$ cat config.mk
export PLATFORM = sky130hd
export DESIGN_NAME = deb_asym_engine
export DESIGN_NICKNAME = d
export VERILOG_FILES = /design/src/rtl/deb_pkg.sv /design/src/rtl/deb_reload_sel.sv /design/src/rtl/deb_irq_qual.sv /design/src/rtl/deb_lane.sv /design/src/rtl/deb_asym_engine.sv
export SDC_FILE = /design/constraint.sdc
export NUM_CORES = 1
export LEC_CHECK = 0
export ABC_CLOCK_PERIOD_IN_PS = 1300
export BUFFER_PORTS_ARGS = -buffer_cell sky130_fd_sc_hd__buf_2
export CAP_MARGIN = 25
export CORE_AREA = 2 2 63 65
export DETAILED_ROUTE_END_ITERATION = 10
export DIE_AREA = 0 0 65 67
export SYNTH_ARGS = -nofsm -noshare
export SYNTH_HDL_FRONTEND = slang
export SYNTH_SLANG_ARGS = --single-unit
$ cat constraint.sdc
create_clock -name clk -period 1.3 [get_ports clk]
set_clock_uncertainty 0.1 [all_clocks]
set_input_delay 0.26 -clock clk [delete_from_list [all_inputs] [get_ports clk]]
set_output_delay 0.26 -clock clk [all_outputs]
set_load 0.01 [all_outputs]
$ cat src/rtl/deb_pkg.sv
package deb_pkg;
  typedef enum logic [1:0] {
    ST_INIT  = 2'd0,
    ST_IDLE  = 2'd1,
    ST_CHECK = 2'd2
  } deb_state_e;
endpackage

$ cat src/rtl/deb_reload_sel.sv
module deb_reload_sel #(
  parameter int CW     = 2,
  parameter int LH_CNT = 2,
  parameter int HL_CNT = 2
) (
  input  logic          level_i,
  output logic [CW-1:0] reload_o
);
  // Count for leaving the given level: a high level waits for a fall.
  always_comb begin
    reload_o = level_i ? CW'(HL_CNT) : CW'(LH_CNT);
  end
endmodule

$ cat src/rtl/deb_irq_qual.sv
module deb_irq_qual (
  input  logic new_level_i,
  input  logic act_low_i,
  input  logic dbl_edge_i,
  output logic fire_o
);
  always_comb begin
    fire_o = dbl_edge_i | (new_level_i ^ act_low_i);
  end
endmodule

$ cat src/rtl/deb_lane.sv
module deb_lane
  import deb_pkg::*;
#(
  parameter int CW     = 2,
  parameter int LH_CNT = 2,
  parameter int HL_CNT = 2
) (
  input  logic clk,
  input  logic rst_n,
  input  logic raw_i,
  input  logic start_i,
  input  logic tick_i,
  input  logic act_low_i,
  input  logic dbl_edge_i,
  output logic deb_o,
  output logic busy_o,
  output logic irq_o,
  output logic tog_o
);
  deb_state_e    st_q;
  logic          deb_q;
  logic [CW-1:0] cnt_q;
  logic          irq_q;
  logic          tog_q;

  logic [CW-1:0] hold_rld;
  logic [CW-1:0] new_rld;
  logic          fire;
  logic          mismatch;
  logic          last_chk;

  deb_reload_sel #(.CW(CW), .LH_CNT(LH_CNT), .HL_CNT(HL_CNT)) u_hold_rld (
    .level_i (deb_q),
    .reload_o(hold_rld)
  );

  deb_reload_sel #(.CW(CW), .LH_CNT(LH_CNT), .HL_CNT(HL_CNT)) u_new_rld (
    .level_i (raw_i),
    .reload_o(new_rld)
  );

  deb_irq_qual u_qual (
    .new_level_i(raw_i),
    .act_low_i  (act_low_i),
    .dbl_edge_i (dbl_edge_i),
    .fire_o     (fire)
  );

  always_comb begin
    mismatch = raw_i != deb_q;
    last_chk = cnt_q == CW'(1);
  end

  always_ff @(posedge clk) begin
    if (!rst_n) begin
      st_q  <= ST_INIT;
      deb_q <= 1'b0;
      cnt_q <= CW'(LH_CNT);
      irq_q <= 1'b0;
      tog_q <= 1'b0;
    end else begin
      irq_q <= 1'b0;
      tog_q <= 1'b0;
      unique case (st_q)
        ST_INIT: begin
          deb_q <= raw_i;
          cnt_q <= new_rld;
          st_q  <= ST_IDLE;
        end
        ST_IDLE: begin
          if (start_i) st_q <= ST_CHECK;
        end
        ST_CHECK: begin
          if (tick_i) begin
            if (!mismatch) begin
              cnt_q <= hold_rld;
            end else if (last_chk) begin
              deb_q <= raw_i;
              cnt_q <= new_rld;
              irq_q <= fire;
              tog_q <= 1'b1;
              st_q  <= ST_IDLE;
            end else begin
              cnt_q <= cnt_q - CW'(1);
            end
          end
        end
        default: st_q <= ST_INIT;
      endcase
    end
  end

  assign deb_o  = deb_q;
  assign busy_o = st_q == ST_CHECK;
  assign irq_o  = irq_q;
  assign tog_o  = tog_q;

  // interrupt lasts one cycle and only accompanies a toggle request
  a_r7_irq_single: assert property (@(posedge clk) disable iff (!rst_n)
    irq_q |=> !irq_q);
  a_r7_irq_with_tog: assert property (@(posedge clk) disable iff (!rst_n)
    irq_q |-> tog_q);
  // busy only ends on a check tick
  a_r3_commit_on_tick: assert property (@(posedge clk) disable iff (!rst_n)
    $fell(busy_o) |-> $past(tick_i));
  // a start while busy leaves the countdown alone
  a_r8_start_no_reload: assert property (@(posedge clk) disable iff (!rst_n)
    (busy_o && start_i && !tick_i) |=> (cnt_q == $past(cnt_q)));
  // an idle pin without a start keeps its level
  a_r2_idle_hold: assert property (@(posedge clk) disable iff (!rst_n)
    (st_q == ST_IDLE && !start_i) |=> $stable(deb_q));
  // countdown never sits at zero
  a_r5_cnt_nonzero: assert property (@(posedge clk) disable iff (!rst_n)
    cnt_q != '0);
  // double-edge commits always interrupt
  a_r6_dbl_fires: assert property (@(posedge clk) disable iff (!rst_n)
    (tog_q && $past(dbl_edge_i)) |-> irq_q);
endmodule

$ cat src/rtl/deb_asym_engine.sv
module deb_asym_engine #(
  parameter int NUM_PINS = 4,
  parameter int CHECK_MS = 1,
  parameter int LH_MS    = 2,
  parameter int HL_MS    = 2
) (
  input  logic                clk,
  input  logic                rst_n,
  input  logic [NUM_PINS-1:0] raw_in,
  input  logic [NUM_PINS-1:0] start_in,
  input  logic                tick_in,
  input  logic [NUM_PINS-1:0] act_low_in,
  input  logic [NUM_PINS-1:0] dbl_edge_in,
  output logic [NUM_PINS-1:0] deb_level,
  output logic [NUM_PINS-1:0] pin_level,
  output logic [NUM_PINS-1:0] irq_pulse,
  output logic [NUM_PINS-1:0] tog_req,
  output logic [NUM_PINS-1:0] busy
);
  localparam int LH_CNT  = (LH_MS / CHECK_MS < 1) ? 1 : LH_MS / CHECK_MS;
  localparam int HL_CNT  = (HL_MS / CHECK_MS < 1) ? 1 : HL_MS / CHECK_MS;
  localparam int MAX_CNT = (LH_CNT > HL_CNT) ? LH_CNT : HL_CNT;
  localparam int CW      = $clog2(MAX_CNT + 1);

  for (genvar p = 0; p < NUM_PINS; p++) begin : g_pin
    deb_lane #(.CW(CW), .LH_CNT(LH_CNT), .HL_CNT(HL_CNT)) u_lane (
      .clk       (clk),
      .rst_n     (rst_n),
      .raw_i     (raw_in[p]),
      .start_i   (start_in[p]),
      .tick_i    (tick_in),
      .act_low_i (act_low_in[p]),
      .dbl_edge_i(dbl_edge_in[p]),
      .deb_o     (deb_level[p]),
      .busy_o    (busy[p]),
      .irq_o     (irq_pulse[p]),
      .tog_o     (tog_req[p])
    );
  end

  assign pin_level = deb_level ^ act_low_in;
endmodule

==> summary.txt, run 1 <==
Route
  • Post-route ant nets: 0
  • Iteration-0 DRC Markers: 44
  • DRC viols: 0
  • DR vias/cell: roughly 4.7
  • Wire per inst: around 12 um
  • Final WL: between 3000 and 4000 um
  • TritonRoute pass-1 iters: 4
  • Via count: 1222

STA
  • Hold Violations, Final: 0
  • Slew Limit Fails: 0
  • Final worst setup slack: -111 ps
  • Hold_ws: ~90 ps
  • Crit share post-route: 109%
  • Final min period: approximately 1400 ps
  • Rel. slew slack: between 80% and 90%
  • FMAX: slightly above 700 MHz
  • Tightest Pin Transition: around 270 ps
  • # setup viols final: 11
  • RSZ-0062 raised after global routing: true

Yosys
  • Yosys warning count: 0
  • Register bit total from synthesis: 28
  • Syn Inst Count: approximately 160
  • Synth Net Count: 175
  • Cell Area, Synth: roughly 1400 um2
  • Register area share after synthesis: 40.9%
  • Synth unique cells: 31
  • Synth Area per Inst: between 8 and 9 um2

Final layout
  • # diodes: 0
  • Finished Core Util: between 50% and 60%
  • NumNets Final: around 230
  • Area Growth Syn to Fin: 41.3%
  • Layout cell share with drive strength beyond 1: between 40 and 50%
  • Final Instance Count excl. Fillers: approximately 260

Clock network
  • Skew-Pair Late Insertion Delay: between 200 and 300 ps
  • Worst-path clk slew: approximately 90 ps
  • Longest Clk Path Bufs: 2
  • TritonCTS clock tree: done
  • CTS H-tree depth: 1
  • Post-CTS Hold Buffers: 0
  • Root Buffer: clkbuf_8
  • Clk sinks: 28
  • CTS buffer count: 3

Global route
  • Pin count of the biggest net entering global routing: 18
  • GRT Util Overall: between 10% and 20%
  • Vias in the first global route: 1225
  • Initial antenna violation count: 0
  • Global-route wire length before repair: approximately 4900 um
  • GRT overflow: 0

Power
  • Seq pwr share: 48.7%
  • Internal Power: ~0.0014 W
  • PD cells: about 990 nW/um2
  • Leak: between 0.8 and 0.9 nW
  • Switching Share: between 20% and 30%
  • VDD IR max: just under 0.4 mV
  • Switching power: about 0.00049 W
  • Clk pwr share: approximately 28%
  • Combinational share of power: a little under a quarter

Die
  • Starting Density: a little under two fifths
  • Chip Width: between 60 and 70 um
  • Die area: about 4400 um2
  • Io pins: 39
  • FP Rows: 22
  • Core ar.: 3610 um2
  • Die Ht: 67 um

Critical path
  • WP data arrival: roughly 1500 ps
  • Worst r2r path cells: 4
  • Worst-path cell chain: and2b_1, or4b_4, nand2_1, o211ai_1
  • CP Max Fanout: 2
  • Element type at the critical path start: flop
  • Critical Setup Path Class: reg2reg
  • CP Data Required Time: approximately 1400 ps
  • Worst path max stage delay: about 500 ps
  • Critical Path Sink Type: flop
  • Worst path slowest cell: or4b_4

Min path
  • Hold depth: 2
  • Worst hold path type: in2reg

Place
  • Detailed placer's ending HPWL: about 2200 um
  • IO buf count: 38
  • GP Congestion: around 0.75
  • Pre-CTS setup slack: -123 ps
  • DP Cell Count: 247

Run
  • Max-cap violations: 0

Outcome
  • Failing checks: setup timing
  • Run status: finished, violations left
-- power groups by stage --
| stage | logic [W] | registers (W) | clock network, W |
|---|---|---|---|
| floorplan | 0.000189 | 0.000953 | 0 |
| global placement | 0.000346 | 0.000943 | 0 |
| detailed placement | 0.000358 | 0.000945 | 0 |
| CTS | 0.000409 | 0.000931 | 0.000554 |
| global route | 0.000484 | 0.000937 | 0.000600 |
| finish | 0.000442 | 0.000931 | 0.000540 |
-- registers in the layout (all words and copies together) (netlist names) --
signal,count
g_pin.u_lane.irq_o,4
g_pin.u_lane.cnt_q,8
g_pin.u_lane.st_q,8
g_pin.u_lane.deb_o,4
g_pin.u_lane.tog_o,4
-- layout make-up --
cell class	count	area, um2
Clock buffer	4	55.1
Sequential cell	28	576
Fill cell	339	1670
Inverter	4	17.5
Timing Repair Buffer	70	508
Multi-Input combinational cell	105	719
Tap cell	48	60.1
-- cells in the mapped netlist --
master	n	area (um2)
xnor2_1	2	17.5
o21ai_0	10	50.1
nor2b_1	3	18.8
dfxtp_1	28	561
and3_1	2	12.5
nand3_1	3	15.0
a21o_1	4	30.0
buf_2	1	5.00
xor2_1	9	78.8
and2b_1	2	15.0
nand2b_1	5	31.3
and4bb_2	2	25.0
buf_4	16	120
a21boi_1	1	7.51
nor2_1	5	18.8
nor3b_1	1	7.51
o21a_1	7	52.6
nand3b_1	7	52.6
a21boi_0	4	30.0
nor4_1	3	18.8
or4b_1	1	10.0
nand2_1	18	67.6
nand4b_1	1	8.76
o211ai_1	2	15.0
and2_1	2	12.5
a21oi_1	7	35.0
mux2i_1	1	10.0
clkbuf_1	2	7.51
or3_1	2	12.5
nor4b_1	1	8.76
inv_1	4	15.0
-- logic make-up after synthesis --
group | count (synthesis) | synth area share, %
AOI/OAI and AO/OA | 35 | 16.1
muxes | 1 | 0.731
DFF | 28 | 40.9
and+or+nand+nor | 58 | 24.5
buffers and inverters | 23 | 10.8
xor gates and xnor gates | 11 | 7.03
-- critical path: cells and delay by family, from the launching register on --
kind	cells	cell delay, ps
flops	1	330
simple gates	3	790
compound gates	1	80
-- placed cells by master (no fill, tap or decap), drive strengths merged --
| cell type | netlist | final |
|---|---|---|
| a21boi | 5 | 5 |
| a21o | 4 | 4 |
| a21oi | 7 | 7 |
| and2 | 2 | 2 |
| and2b | 2 | 2 |
| and3 | 2 | 2 |
| and4bb | 2 | 2 |
| buf | 17 | 70 |
| clkbuf | 2 | 4 |
| dfxtp | 28 | 28 |
| inv | 4 | 4 |
| mux2i | 1 | 1 |
| nand2 | 18 | 18 |
| nand2b | 5 | 5 |
| nand3 | 3 | 3 |
| nand3b | 7 | 7 |
| nand4b | 1 | 1 |
| nor2 | 5 | 5 |
| nor2b | 3 | 3 |
| nor3b | 1 | 1 |
| nor4 | 3 | 3 |
| nor4b | 1 | 1 |
| o211ai | 2 | 2 |
| o21a | 7 | 7 |
| o21ai | 10 | 10 |
| or3 | 2 | 2 |
| or4b | 1 | 1 |
| xnor2 | 2 | 2 |
| xor2 | 9 | 9 |
-- routing by layer --
layer	part of all wire, %	wire, um	GRT usage [%]	vias to the layer above
li1	-	-	-	627
met1	41	1260	14.2	566
met2	54	1680	28.6	25
met3	3.3	101	2.36	4
met4	1.4	42	7.71	0
met5	0	0	0	-
-- timing repair --
action,CTS,global route
setup endpoints to repair,12,19
gates cloned,0,0
endpoints found under the hold margin,0,0
gates resized for setup,27,11
pin swaps,2,7
buffers inserted,3,5
-- through the flow --
| step | area, um2 | TNS (ps) | total power [W] |
|---|---|---|---|
| floorplan | 1380 | -33.3 | 0.00114 |
| detailed placement | 1680 | -520 | 0.00130 |
| global placement | 1680 | -247 | 0.00129 |
| CTS | 1850 | -665 | 0.00189 |
| global route | 1940 | -1410 | 0.00202 |
| finish | 1940 | -699 | 0.00191 |
-- path summary, 6_finish.rpt --
| check | from | end | slack (ps) |
|---|---|---|---|
| setup / recovery | g_pin[2].u_lane.st_q[0]$_SDFFE_PN0P_ | g_pin[2].u_lane.cnt_q[1]$_SDFFE_PN1P_ | -110 |
| hold / removal | dbl_edge_in[2] | g_pin[2].u_lane.irq_o$_SDFF_PN0_ | 90 |
| setup reg to reg | g_pin[2].u_lane.st_q[0]$_SDFFE_PN0P_ | g_pin[2].u_lane.cnt_q[1]$_SDFFE_PN1P_ | -110 |
| hold reg to reg | g_pin[2].u_lane.cnt_q[1]$_SDFFE_PN1P_ | g_pin[2].u_lane.cnt_q[1]$_SDFFE_PN1P_ | 390 |
(Power assumes the default switching activity.)
==> inputs of run 2 (changes only) <==
- PLACE_DENSITY: unset -> 0.69
==> summary.txt, run 2 (synthesized netlist as in run 1, its figures left out) <==
Global route
  • GRT Util Overall: 13.4% (-1.1 points)
  • Global-route wire length before repair: 4570 um (-6.1%)
  • Vias in the first global route: 1123 (-8.3%)
  • GRT overflow: 0 (unchanged)
  • Pin count of the biggest net entering global routing: 28 (+10)
  • Initial antenna violation count: 0 (unchanged)

Route
  • DRC viols: 0 (unchanged)
  • Iteration-0 DRC Markers: 30 (-32%)
  • Final WL: 2820 um (-8.6%)
  • Post-route ant nets: 0 (unchanged)
  • Via count: 1224 (+0.16%)
  • TritonRoute pass-1 iters: 4 (unchanged)
  • DR vias/cell: 4.69 (-0.60%)
  • Wire per inst: 10.8 um (-9.3%)

Critical path
  • CP Data Required Time: 1350 ps (about the same)
  • Worst-path cell chain: and2b_1, or4b_4, nand2_2, o211ai_1
  • WP data arrival: 1440 ps (-30 ps)
  • Element type at the critical path start: flop
  • Critical Setup Path Class: reg2reg
  • CP Max Fanout: 2 (unchanged)
  • Worst path max stage delay: 490 ps (about the same)
  • Critical Path Sink Type: flop
  • Worst path slowest cell: or4b_4

Power
  • Internal Power: 0.00157 W (+10%)
  • Switching Share: 23.7% (-2.0 points)
  • Combinational share of power: 21.8% (-1.3 points)
  • PD cells: 1030 nW/um2 (+4.5%)
  • Pwr Total: 0.00206 W (+7.5%)
  • Clk pwr share: 32.9% (+4.7 points)
  • Switching power: 0.000487 W (-0.69%)
  • VDD IR max: 0.336 mV (-13%)
  • Leak: 0.920 nW (+3.2%)
  • Seq pwr share: 45.4% (-3.3 points)

Die
  • Io pins: 39 (unchanged)
  • Core ar.: 3610 um2 (unchanged)
  • Die area: 4360 um2 (unchanged)
  • FP Rows: 22 (unchanged)
  • Die Ht: 67 um (unchanged)
  • Starting Density: 38.0% (unchanged)
  • Chip Width: 65 um (unchanged)

STA
  • Final min period: 1390 ps (-23.7 ps)
  • FMAX: 721 MHz (+1.7%)
  • Slew Limit Fails: 0 (unchanged)
  • Hold Violations, Final: 0 (unchanged)
  • Crit share post-route: 107% (-1.8 points)
  • RSZ-0062 raised after global routing: true
  • Tightest Pin Transition: 262 ps (-9.00 ps)
  • # setup viols final: 12 (+1)
  • Rel. slew slack: 82.3% (+0.59 points)
  • Final worst setup slack: -87.3 ps (+23.7 ps)

Final layout
  • Area occupied by multi-input gates: 751 um2 (+4.3%)
  • Most frequent cells in the layout: buf_2, buf_4, dfxtp_1
  • Layout cell share with drive strength beyond 1: 49.3% (+3.3 points)
  • FF+latch area: 573 um2 (-0.43%)
  • Largest registers: g_pin.u_lane.cnt_q: 8 flops, g_pin.u_lane.st_q: 8 flops
  • # diodes: 0 (unchanged)
  • NumNets Final: 233 (+0.87%)
  • Commonest non-fill, non-tap cell in the layout: buf_2
  • Final Instance Count excl. Fillers: 261 (+0.77%)
  • Area Growth Syn to Fin: 45.4%
  • Fillers: 338 (-0.29%)

Clock network
  • TritonCTS clock tree: done
  • CTS buffer count: 3 (unchanged)
  • Worst-path clk slew: 100 ps (about the same)
  • Root Buffer: clkbuf_8
  • Skew-Pair Late Insertion Delay: 270 ps (about the same)
  • Clk sinks: 28 (unchanged)
  • CTS H-tree depth: 1 (unchanged)
  • Longest Clk Path Bufs: 2 (unchanged)

Run
  • Max-cap violations: 0 (unchanged)

Place
  • GP Congestion: 0.742 (-0.87%)
  • DP Cell Count: 247 (unchanged)
  • Detailed placer's ending HPWL: 1940 um (-11%)
  • IO buf count: 38 (unchanged)

Outcome
  • Run status: finished, violations left
  • Failing checks: setup timing

Min path
  • Worst hold path type: in2reg
## run 2: changes by cell type in the layout (fill, tap and decap cells not counted), sizes merged
| cell | previous run | this run |
|---|---|---|
| buf | 70 | 72 |
| bufinv | 0 | 1 |
| clkbuf | 4 | 3 |
## run 2: path summary, 6_finish.rpt
path | start | end | slack, ps | cells after the start
worst max-delay path | g_pin[2].u_lane.st_q[0]$_SDFFE_PN0P_ | g_pin[2].u_lane.cnt_q[1]$_SDFFE_PN1P_ | -90 | 4
worst min register to register | g_pin[3].u_lane.cnt_q[0]$_SDFFE_PN0P_ | g_pin[3].u_lane.cnt_q[0]$_SDFFE_PN0P_ | 390 | 2
worst max register to register | g_pin[2].u_lane.st_q[0]$_SDFFE_PN0P_ | g_pin[2].u_lane.cnt_q[1]$_SDFFE_PN1P_ | -90 | 4
worst min-delay path | dbl_edge_in[0] | g_pin[0].u_lane.irq_o$_SDFF_PN0_ | 90 | 2
## run 2: critical path, delay by kind of cell, from the launching register on
family / cells / cell delay (ps)
simple gates: 3 / 760
compound gates: 1 / 80
flops: 1 / 330
## run 2: layout make-up
class	count	share of cell area (%)
Sequential cell	28	28.8
Clock inverter	1	1.51
Timing Repair Buffer	72	26.1
Tap cell	48	3.02
Inverter	4	0.879
Multi-Input combinational cell	105	37.7
Clock buffer	3	2.07
## run 2: metrics by stage
step                      hold slack (ps)  setup slack (ps)  util [%]  setup TNS [ps]  instance area, um2
final                                90.6             -87.3      55.2            -664                1990
after global routing                 84.0              -148      55.2           -1330                1990
after CTS                            84.0             -86.4      53.0            -612                1910
after detailed placement              372              -120      46.6            -542                1680
after global placement                370             -95.2      46.6            -367                1680
after floorplan                       284             -33.3         -           -33.3                1380
## run 2: timing repair
item,in CTS,in global routing
hold buffers,0,0
pin swaps,4,3
gates resized for setup,30,12
setup buffers,7,4
gates cloned,0,0
endpoints found under the setup margin,14,24
## run 2: per-layer routing
metal | wire length [um] | part of all wire, % | vias to the layer above | GRT usage [%]
met4 | 38 | 1.3 | 0 | 6.38
met5 | 0 | 0 | - | 0
met2 | 1470 | 52 | 23 | 25.0
met1 | 1220 | 43 | 569 | 15.1
met3 | 89 | 3.2 | 2 | 1.52
li1 | - | - | 630 | -
## run 2: power groups by stage
stage,clock network (W),logic (W),registers [W]
2_1_floorplan,0,0.000189,0.000953
3_3_place_gp,0,0.000343,0.000945
3_5_place_dp,0,0.000348,0.000946
4_1_cts,0.000696,0.000416,0.000933
5_1_grt,0.000731,0.000492,0.000940
6_report,0.000676,0.000448,0.000934
